### src/rtl/evt_regs_pkg.sv
`timescale 1ns/1ps
package evt_regs_pkg;
  localparam int ADDR_W = 10;
  localparam int WORD_W = 32;

  // global word indices (byte address / 4)
  localparam logic [7:0] GW_CAP_LO = 8'h00;
  localparam logic [7:0] GW_CAP_HI = 8'h01;
  localparam logic [7:0] GW_CFG_LO = 8'h04;
  localparam logic [7:0] GW_CFG_HI = 8'h05;
  localparam logic [7:0] GW_STATUS = 8'h08;
  localparam logic [7:0] GW_CNT_LO = 8'h3C;
  localparam logic [7:0] GW_CNT_HI = 8'h3D;

  // word offsets inside a channel group
  localparam logic [2:0] CO_CFG    = 3'd0;
  localparam logic [2:0] CO_ICAP   = 3'd1;
  localparam logic [2:0] CO_CMP_LO = 3'd2;
  localparam logic [2:0] CO_CMP_HI = 3'd3;
  localparam logic [2:0] CO_RT_LO  = 3'd4;
  localparam logic [2:0] CO_RT_HI  = 3'd5;

  localparam logic [31:0] CAP_BASE    = 32'h8086_A001;
  localparam int          CAP_NCH_LSB = 8;

  typedef struct packed {
    logic       chan;    // address lies in the channel area
    logic       ch_hit;  // channel index is implemented
    logic [4:0] ch_idx;
    logic [2:0] ch_off;
    logic [7:0] gword;
  } dec_t;
endpackage

### src/rtl/evt_addr_decode.sv
`timescale 1ns/1ps
module evt_addr_decode
  import evt_regs_pkg::*;
#(
  parameter int NUM_CH = 3
) (
  input  logic [ADDR_W-1:0] addr,
  output dec_t              dec
);
  localparam logic [5:0] NCH = 6'(NUM_CH);

  always_comb begin
    dec.gword  = addr[9:2];
    dec.chan   = |addr[9:8];
    dec.ch_idx = addr[9:5] - 5'd8;
    dec.ch_off = addr[4:2];
    dec.ch_hit = dec.chan && ({1'b0, dec.ch_idx} < NCH);
  end
endmodule

### src/rtl/evt_main_counter.sv
`timescale 1ns/1ps
module evt_main_counter #(
  parameter int HALF = 32
) (
  input  logic            clk,
  input  logic            rst_n,
  input  logic            run,
  input  logic            tick,
  input  logic            wr_lo,
  input  logic            wr_hi,
  input  logic [HALF-1:0] wdata,
  output logic [2*HALF-1:0] count
);
  localparam int CW = 2 * HALF;

  logic [CW-1:0] cnt_q;

  always_ff @(posedge clk) begin
    if (!rst_n)
      cnt_q <= '0;
    else if (wr_lo)
      cnt_q[HALF-1:0] <= wdata;
    else if (wr_hi)
      cnt_q[CW-1:HALF] <= wdata;
    else if (run && tick)
      cnt_q <= cnt_q + 1'b1;
  end

  assign count = cnt_q;

  a_r4_hold_when_idle: assert property (@(posedge clk) disable iff (!rst_n)
    (!(run && tick) && !wr_lo && !wr_hi) |=> $stable(count));

  a_r4_step_on_tick: assert property (@(posedge clk) disable iff (!rst_n)
    (run && tick && !wr_lo && !wr_hi) |=> (count == $past(count) + 1'b1));

  a_r5_low_half_write: assert property (@(posedge clk) disable iff (!rst_n)
    wr_lo |=> (count[HALF-1:0] == $past(wdata)));
endmodule

### src/rtl/evt_channel_regs.sv
`timescale 1ns/1ps
module evt_channel_regs
  import evt_regs_pkg::*;
#(
  parameter logic [31:0] CFG_WMASK = 32'h0000_7F4E,
  parameter logic [31:0] CFG_CAPS  = 32'h0000_0030,
  parameter logic [31:0] ICAP_WORD = 32'h0000_0004
) (
  input  logic        clk,
  input  logic        rst_n,
  input  logic        sel,
  input  logic        wr,
  input  logic [2:0]  off,
  input  logic [31:0] wdata,
  input  logic        en_rise,
  input  logic        en_fall,
  input  logic        glb_en,
  output logic [31:0] cfg_o,
  output logic [63:0] cmp_o,
  output logic [63:0] route_o,
  output logic [31:0] rdata,
  output logic        arm,
  output logic        cancel,
  output logic        cfg_wr,
  output logic        cmp_wr
);
  logic [31:0] cfg_q;
  logic [63:0] cmp_q;
  logic [63:0] rt_q;
  logic        wr_hit;

  assign wr_hit = sel && wr;

  always_ff @(posedge clk) begin
    if (!rst_n) begin
      cfg_q  <= '0;
      cmp_q  <= '1;
      rt_q   <= '0;
      arm    <= 1'b0;
      cancel <= 1'b0;
      cfg_wr <= 1'b0;
      cmp_wr <= 1'b0;
    end else begin
      if (wr_hit && off == CO_CFG)    cfg_q        <= wdata & CFG_WMASK;
      if (wr_hit && off == CO_CMP_LO) cmp_q[31:0]  <= wdata;
      if (wr_hit && off == CO_CMP_HI) cmp_q[63:32] <= wdata;
      if (wr_hit && off == CO_RT_LO)  rt_q[31:0]   <= wdata;
      if (wr_hit && off == CO_RT_HI)  rt_q[63:32]  <= wdata;
      arm    <= en_rise && (cmp_q != '1);
      cancel <= en_fall;
      cfg_wr <= wr_hit && (off == CO_CFG);
      cmp_wr <= wr_hit && (off == CO_CMP_LO || off == CO_CMP_HI);
    end
  end

  assign cfg_o   = cfg_q | CFG_CAPS;
  assign cmp_o   = cmp_q;
  assign route_o = rt_q;

  always_comb begin
    unique case (off)
      CO_CFG:    rdata = cfg_q | CFG_CAPS;
      CO_ICAP:   rdata = ICAP_WORD;
      CO_CMP_LO: rdata = cmp_q[31:0];
      CO_CMP_HI: rdata = cmp_q[63:32];
      CO_RT_LO:  rdata = rt_q[31:0];
      CO_RT_HI:  rdata = rt_q[63:32];
      default:   rdata = '0;
    endcase
  end

  a_r8_arm_with_enable: assert property (@(posedge clk) disable iff (!rst_n)
    arm |-> glb_en);

  a_r8_cancel_with_disable: assert property (@(posedge clk) disable iff (!rst_n)
    cancel |-> !glb_en);

  a_r8_arm_cancel_exclusive: assert property (@(posedge clk) disable iff (!rst_n)
    !(arm && cancel));
endmodule

### src/rtl/evt_timer_regs.sv
`timescale 1ns/1ps
module evt_timer_regs
  import evt_regs_pkg::*;
#(
  parameter int          NUM_CH       = 3,
  parameter logic [31:0] TICK_FS      = 32'h0098_9680,
  parameter logic [31:0] CH_CFG_WMASK = 32'h0000_7F4E,
  parameter logic [31:0] GLB_WMASK    = 32'h0000_0003
) (
  input  logic                 clk,
  input  logic                 rst_n,
  input  logic                 tick_en,
  input  logic                 req_valid,
  input  logic                 req_write,
  input  logic [9:0]           req_addr,
  input  logic [31:0]          req_wdata,
  output logic                 rsp_valid,
  output logic [31:0]          rsp_rdata,
  output logic                 glb_enable,
  output logic                 legacy_route,
  output logic [63:0]          counter_value,
  input  logic [NUM_CH-1:0]    irq_status_in,
  output logic [NUM_CH-1:0]    status_clr,
  output logic [NUM_CH*32-1:0] ch_cfg,
  output logic [NUM_CH*64-1:0] ch_cmp,
  output logic [NUM_CH*64-1:0] ch_route,
  output logic [NUM_CH-1:0]    ch_cfg_wr,
  output logic [NUM_CH-1:0]    ch_cmp_wr,
  output logic [NUM_CH-1:0]    ch_arm,
  output logic [NUM_CH-1:0]    ch_cancel
);
  localparam logic [31:0] CAP_LO = CAP_BASE | (32'(NUM_CH - 1) << CAP_NCH_LSB);

  dec_t        dec;
  logic        wr_req, rd_req;
  logic        gcfg_wr, en_rise, en_fall;
  logic [31:0] gcfg_q;
  logic [31:0] rd_mux;
  logic [31:0] ch_rd [NUM_CH];

  evt_addr_decode #(.NUM_CH(NUM_CH)) u_dec (
    .addr (req_addr),
    .dec  (dec)
  );

  assign wr_req  = req_valid && req_write;
  assign rd_req  = req_valid && !req_write;
  assign gcfg_wr = wr_req && !dec.chan && (dec.gword == GW_CFG_LO);
  assign en_rise = gcfg_wr && req_wdata[0] && !gcfg_q[0];
  assign en_fall = gcfg_wr && !req_wdata[0] && gcfg_q[0];

  always_ff @(posedge clk) begin
    if (!rst_n) begin
      gcfg_q     <= '0;
      status_clr <= '0;
    end else begin
      if (gcfg_wr) gcfg_q <= req_wdata & GLB_WMASK;
      status_clr <= (wr_req && !dec.chan && dec.gword == GW_STATUS)
                    ? (req_wdata[NUM_CH-1:0] & irq_status_in) : '0;
    end
  end

  assign glb_enable   = gcfg_q[0];
  assign legacy_route = gcfg_q[1];

  evt_main_counter #(.HALF(32)) u_cnt (
    .clk   (clk),
    .rst_n (rst_n),
    .run   (gcfg_q[0]),
    .tick  (tick_en),
    .wr_lo (wr_req && !dec.chan && dec.gword == GW_CNT_LO),
    .wr_hi (wr_req && !dec.chan && dec.gword == GW_CNT_HI),
    .wdata (req_wdata),
    .count (counter_value)
  );

  for (genvar g = 0; g < NUM_CH; g++) begin : g_ch
    evt_channel_regs #(.CFG_WMASK(CH_CFG_WMASK)) u_ch (
      .clk     (clk),
      .rst_n   (rst_n),
      .sel     (dec.ch_hit && dec.ch_idx == 5'(g)),
      .wr      (wr_req),
      .off     (dec.ch_off),
      .wdata   (req_wdata),
      .en_rise (en_rise),
      .en_fall (en_fall),
      .glb_en  (gcfg_q[0]),
      .cfg_o   (ch_cfg[g*32 +: 32]),
      .cmp_o   (ch_cmp[g*64 +: 64]),
      .route_o (ch_route[g*64 +: 64]),
      .rdata   (ch_rd[g]),
      .arm     (ch_arm[g]),
      .cancel  (ch_cancel[g]),
      .cfg_wr  (ch_cfg_wr[g]),
      .cmp_wr  (ch_cmp_wr[g])
    );
  end

  always_comb begin
    rd_mux = '0;
    if (dec.chan) begin
      for (int i = 0; i < NUM_CH; i++)
        if (dec.ch_hit && dec.ch_idx == 5'(i)) rd_mux = ch_rd[i];
    end else begin
      case (dec.gword)
        GW_CAP_LO: rd_mux = CAP_LO;
        GW_CAP_HI: rd_mux = TICK_FS;
        GW_CFG_LO: rd_mux = gcfg_q;
        GW_CFG_HI: rd_mux = '0;
        GW_STATUS: rd_mux = 32'(irq_status_in);
        GW_CNT_LO: rd_mux = counter_value[31:0];
        GW_CNT_HI: rd_mux = counter_value[63:32];
        default:   rd_mux = '0;
      endcase
    end
  end

  always_ff @(posedge clk) begin
    if (!rst_n) begin
      rsp_valid <= 1'b0;
      rsp_rdata <= '0;
    end else begin
      rsp_valid <= rd_req;
      if (rd_req) rsp_rdata <= rd_mux;
    end
  end

  a_r1_rsp_needs_read: assert property (@(posedge clk) disable iff (!rst_n)
    rsp_valid |-> $past(rd_req));

  a_r3_rise_sets_enable: assert property (@(posedge clk) disable iff (!rst_n)
    en_rise |=> glb_enable);

  a_r10_clear_only_pending: assert property (@(posedge clk) disable iff (!rst_n)
    (|status_clr) |-> ((status_clr & ~$past(irq_status_in)) == '0));
endmodule

### config.mk
export PLATFORM = sky130hd
export DESIGN_NAME = evt_timer_regs
export DESIGN_NICKNAME = d
export VERILOG_FILES = /design/src/rtl/evt_regs_pkg.sv /design/src/rtl/evt_addr_decode.sv /design/src/rtl/evt_main_counter.sv /design/src/rtl/evt_channel_regs.sv /design/src/rtl/evt_timer_regs.sv
export SDC_FILE = /design/constraint.sdc
export NUM_CORES = 1
export LEC_CHECK = 0
export BUFFER_PORTS_ARGS = -buffer_cell sky130_fd_sc_hd__buf_2
export CAP_MARGIN = 5
export CORE_MARGIN = 2
export CORE_UTILIZATION = 25
export CTS_BUF_LIST = sky130_fd_sc_hd__clkbuf_4
export DETAILED_ROUTE_END_ITERATION = 6
export SYNTH_ARGS = -nofsm -noshare
export SYNTH_HDL_FRONTEND = slang
export SYNTH_SLANG_ARGS = --single-unit
### constraint.sdc
create_clock -name clk -period 4.8 [get_ports clk]
set_clock_uncertainty 0.15 [all_clocks]
set_input_delay 0.96 -clock clk [delete_from_list [all_inputs] [get_ports clk]]
set_output_delay 0.96 -clock clk [all_outputs]
set_load 0.05 [all_outputs]
======== Word-level counts from Yosys, hierarchy flattened ========
Cells that the tools add are included.
word-level totals
  register bits ........................... 529
  input port bits ......................... 50
  output and inout port bits .............. 594
  word-level logic and storage cells ...... 118
cells by class
  $add $sub $neg .......................... 2
  magnitude comparators ................... 1
  equality and inequality tests ........... 16
  mux-type cells .......................... 12
  bitwise logic cells ..................... 2
  reductions and logical operators ........ 54
operators by type and width
  kind                                                        count
  one-hot mux 32 bit (6 select lines)                         4
  two-way mux 32 bit                                          7
  != test 64 bit, second input constant                       3
  adder 64 x 1 -> 64 bit, second input constant               1
  two-way mux 64 bit                                          1
  logical AND 1 bit                                           40
  == test 8 x 6 -> 1 bit, second input constant               2
  == test 8 x 1 -> 1 bit, second input constant               1
  == test 8 x 3 -> 1 bit, second input constant               1
  == test 8 x 4 -> 1 bit, second input constant               1
  zero test 8 bit                                             1
  == test 3 x 2 -> 1 bit, second input constant               2
  == test 3 bit, second input constant                        2
  AND reduction 2 bit                                         3
  == test 5 x 1 -> 1 bit, second input constant               1
  == test 5 x 2 -> 1 bit, second input constant               1
  zero test 5 bit                                             1
  less-than comparator 5 x 2 -> 1 bit, second input constant  1
  subtractor 5 x 4 -> 5 bit, second input constant            1
  zero test 1 bit                                             4
  nonzero test 2 bit                                          2
  AND 3 bit                                                   1
  == test 3 x 1 -> 1 bit, second input constant               1
  zero test 3 bit                                             1
  4 further kinds                                             4

======== Longest topological paths before layout ========
  depth after elaboration ................. 8
  depth in mapped cells ................... 10
  depth with buffers taken out ............ 8

======== Hierarchy ========
From an unflattened synthesis, not the netlist that was laid out.
unflattened totals
  cells, all modules ...................... 3345
  area total of the unflattened synthesis .. 26992.1 um^2
by module, submodules not included
  module            times used  cells an instance  area each (um^2)  seq. area each (um^2)
  evt_channel_regs  3           789                6478.7            2862.7
  evt_main_counter  1           569                4280.4            1281.2
  evt_timer_regs    1           387                3111.7            760.7
  evt_addr_decode   1           22                 163.9             0.0

======== Least setup slack after synthesis ========
OpenSTA, ideal clock, no wires.
  path kind ............................... input -> register
  start ................................... input port req_addr[8]
  end ..................................... register u_cnt.cnt_q[58] (netlist: u_cnt.count[58])
  library setup time ...................... 71 ps
  arrival time ............................ 2846 ps
  required time ........................... 4579 ps
  slack ................................... 1734 ps
  stages .................................. 8
  path buffers ............................ 0
  path through ............................ inv_1 -> ha_1 -> nand4_1 -> nor3_1 -> or2_1 -> or4_1 -> or4_1 -> a21oi_1
between the ends
  word-level cells in the longest chain between the ends .. 6
  elaborated cells between the ends (all ways) .. 11
  classes of those cells .................. eq/ne (2); mux (1); bitwise (1); reduce/logical (7)
RTL lines
  item                                                       RTL line                                    RTL
  start: declaration                                         evt_timer_regs.sv:15                        input logic [9:0] req_addr,
  OR reduction 2 bit                                         evt_addr_decode.sv:14                       dec.chan = |addr[9:8];
  zero test 1 bit                                            evt_timer_regs.sv:71, evt_timer_regs.sv:72
  logical AND 1 bit                                          evt_timer_regs.sv:71, evt_timer_regs.sv:72
  logical AND 1 bit (on tied branches)                       evt_timer_regs.sv:72, evt_timer_regs.sv:71
  nonzero test 2 bit (no line) or NOT 1 bit (tied branches)  --
  AND reduction 2 bit (no line)                              --
  end signal: indexed assignment                             evt_main_counter.sv:22                      cnt_q[HALF-1:0] <= wdata;
  end signal: indexed assignment                             evt_main_counter.sv:24                      cnt_q[CW-1:HALF] <= wdata;
  end signal: assignment                                     evt_main_counter.sv:26                      cnt_q <= cnt_q + 1'b1;
  end: declaration                                           evt_main_counter.sv:16                      logic [CW-1:0] cnt_q;
Parallel ways exist; a longest one is shown, timed or not.
A chain may end at the register's enable or synchronous reset.

======== Worst setup path in the final report ========
  start ................................... register g_ch[2].u_ch.cmp_q[63]
  end ..................................... output port ch_cmp[191]
RTL lines
  item                      RTL line                RTL
  start: declaration        evt_channel_regs.sv:28  logic [63:0] cmp_q;
  start signal: assignment  evt_channel_regs.sv:46  if (wr_hit && off == CO_CMP_HI) cmp_q[63:32] <= wdata;
  end: declaration          evt_timer_regs.sv:25    output logic [NUM_CH*64-1:0] ch_cmp,
No word-level cell between the ends.

==> flow_metrics.tcl <==
set metrics [dict create \
    grt_pass1_vias 26068 \
    io_buffers 578 \
    synth_edf_count 0 \
    clk_latency_ns 1.09 \
    power_mw 9.91 \
    pin_count 644 \
    vias_per_cell 5.52 \
    r2r_start "u_cnt.count[0]" \
    worst_r2r_path_depth 6 \
    dp_cells 4882 \
    ys_seq_area_share_pct 42.9 \
    fin_crit_sh_pct 67.6 \
    yosysMostFrequentCell "nand2_1" \
    post_synth_fa_ha_maj_area_fraction_pct 0.152 \
    synth_top_area_share_pct 42.9 \
    maxSlewHeadroom_pct 14.5 \
    cts_tree "built" \
    drive_gt1_share_pct 25.5 \
    gp_congestion 0.966 \
    rows 115 \
    crit_path_end_kind "output pin" \
    dieWidth_um 318 \
    ir_worst_vdd_mv 0.175 \
    critPathBufInv 1 \
    cts_root_buffer "clkbuf_4" \
    hold_ws_ns 0.153 \
    clk_pin_slew_ns 0.06 \
    syn_inst 3225 \
    cp.arrival_ns 2.13 \
    yosysTopAreaCell "dfxtp_1" \
    setup_viol 0 \
    finalCriticalPeriod_ns 3.24 \
    nets 3813 \
    drt-initial-drc-count 3653 \
    cts_made_buffers 161 \
    tightest_slew_ns 1.28 \
    antenna_found_initial 6 \
    vias 28498 \
    cts_buffer_depth 3 \
    criticalPathCategory "reg -> out" \
    maxSlewViolCount 0 \
    p_leak_nw 13.0 \
    rsz0062_at_grt "no" \
    maxCapViolations 0 \
    yosys.area_share.simple_pct 26.5 \
    coreArea_um2 98100 \
    synth_commonest_cells "nand2_1 (886), dfxtp_1 (529), a21oi_1 (332)" \
    path_max_fanout 4 \
    hold_class "in -> reg" \
    die_height_um 318 \
    firstDrtPassIters 7 \
    dpl-instance-area_um2 28600 \
    grt_usage_pct 28.4 \
    r2r_end "u_cnt.count[60]" \
    setup_ws_ns 1.56 \
    ys_types 82 \
    synth_ff_type "dfxtp_1" \
    dp_hpwl_mm 110 \
    grt_max_degree 150 \
    synth_xor_area_share_pct 1.07 \
    synthTopCellsByArea "dfxtp_1 (43%), nand2_1 (13%), a21oi_1 (6.7%)" \
    cp_top_family "flip-flops" \
    status "completed" \
    ctsResizeCount 0 \
    endpoint "ch_cmp[191]" \
    path_cells "buf_2" \
    overflow 0 \
    numClockSinks 529 \
    rrSetupSlack_ns 1.87 \
    yosysWarnings 0 \
    cellPowerDensity_nw_per_um2 323 \
    fin_area_um2 30700 \
    worstPathRequired_ns 3.69 \
    fmax_mhz 308 \
    wl_mm 150 \
    final_core_util_pct 31.3 \
    n_fill_cell 10674 \
    grt_pass1_wl_mm 206 \
    synth_compound_area_share_pct 19.0 \
    die_area_um2 101000 \
    cpMaxStageDelayCell "dfxtp_1" \
    post-place-ws_ns 0.754 \
    drc 0 \
    htreeDepth 4 \
    synth_seq_cells 529 \
    hold_violations 0 \
    syn_avg_cell_area_um2 7.65 \
    syn_to_final_growth_pct 24.4 \
    synth_mux_area_share_pct 3.13 \
    wl_per_cell_um 29.0 \
    synth_top_family_by_area "simple AND/OR/NAND/NOR gates" \
    critical_path.max_stage_delay_ns 0.68 \
    start_util_pct 25.1 \
    syn_area_um2 24700 \
    hold_path_depth 2 \
    cp-startpoint "g_ch[2].u_ch.cmp_o[63]" \
    worst-path-stages 1 \
    start_kind "flop" \
    stdcell_count 5160 \
    ant_nets 0 \
    async_flop_share_pct 0 \
    tns_ns 0 \
]
-- flip-flops by register name (all words and copies together) (netlist names) --
register,flops
rsp_rdata,32
rsp_valid,1
g_ch.u_ch.arm,3
g_ch.u_ch.cfg_q,33
g_ch.u_ch.cancel,1
g_ch.u_ch.cmp_o,192
gcfg_q,2
g_ch.u_ch.cfg_wr,3
u_cnt.count,64
g_ch.u_ch.cmp_wr,3
g_ch.u_ch.route_o,192
status_clr,3
-- cells in the final DEF (no fill, tap or decap), types with 8 or more instances in the layout --
master	n
or4_1	10
nor3_1	34
nor3_2	9
a21oi_1	331
o22ai_1	22
clkinv_1	23
o21ai_0	106
a22oi_1	77
nand2_1	886
mux2i_1	66
a22o_1	30
and3_1	20
xor2_1	12
nor2_1	72
buf_2	576
o221ai_1	11
nand2b_1	8
a221oi_1	73
inv_1	13
conb_1	63
xnor2_1	18
nor4_1	16
a31oi_1	26
clkbuf_4	233
nand3_1	256
a221o_1	9
dfxtp_1	529
mux2_2	10
o211ai_1	15
buf_4	92
nand4_1	74
and2_1	11
-- timing repair --
item                                   in CTS  in global routing
buffers inserted                            0                  0
setup endpoints to repair                   0                  0
endpoints found under the hold margin       2                  0
hold buffers                                2                  0
-- report_power, final --
part	leakage [nW]	switching (mW)	internal [mW]
combinational	7.50	0.699	0.162
clock	1.19	2.19	2.42
sequential	4.27	0.0282	4.41
total	13.0	2.92	7.00
-- cell type report --
cell class	count	area, um^2	share of cell area (%)
Multi-Input combinational cell	2375	12600	41.2
Sequential cell	529	10600	34.5
Timing Repair Buffer	678	3750	12.2
Clock buffer	233	1750	5.70
Tap cell	1287	1610	5.25
Clock inverter	37	274	0.893
Inverter	15	63.8	0.208
Antenna cell	6	15.0	0.0489
-- worst min path at each step --
stage	startpoint	end
floorplan	g_ch[1].u_ch.route_o[4]	g_ch[1].u_ch.route_o[4]
global placement	g_ch[2].u_ch.route_o[56]	g_ch[2].u_ch.route_o[56]
detailed placement	g_ch[1].u_ch.route_o[55]	g_ch[1].u_ch.route_o[55]
CTS	irq_status_in[0]	status_clr[0]
global route	irq_status_in[0]	status_clr[0]
finish	irq_status_in[0]	status_clr[0]
-- per-layer routing --
metal	track usage [%]	vias up	part of all wire, %
met5	0	-	0.0093
met4	12.2	2	4.5
met3	10.4	351	13
met2	43.4	2022	44
met1	35.8	13747	39
li1	-	12376	-
-- cell families after synthesis --
group           count (synthesis)
fa+ha+maj                       3
simple gates                 1456
mux                            76
xor+xnor                       30
flops                         529
other cells                     2
compound gates                747
buf+inv                       382
Note: power is estimated with default switching activity, not from simulation.
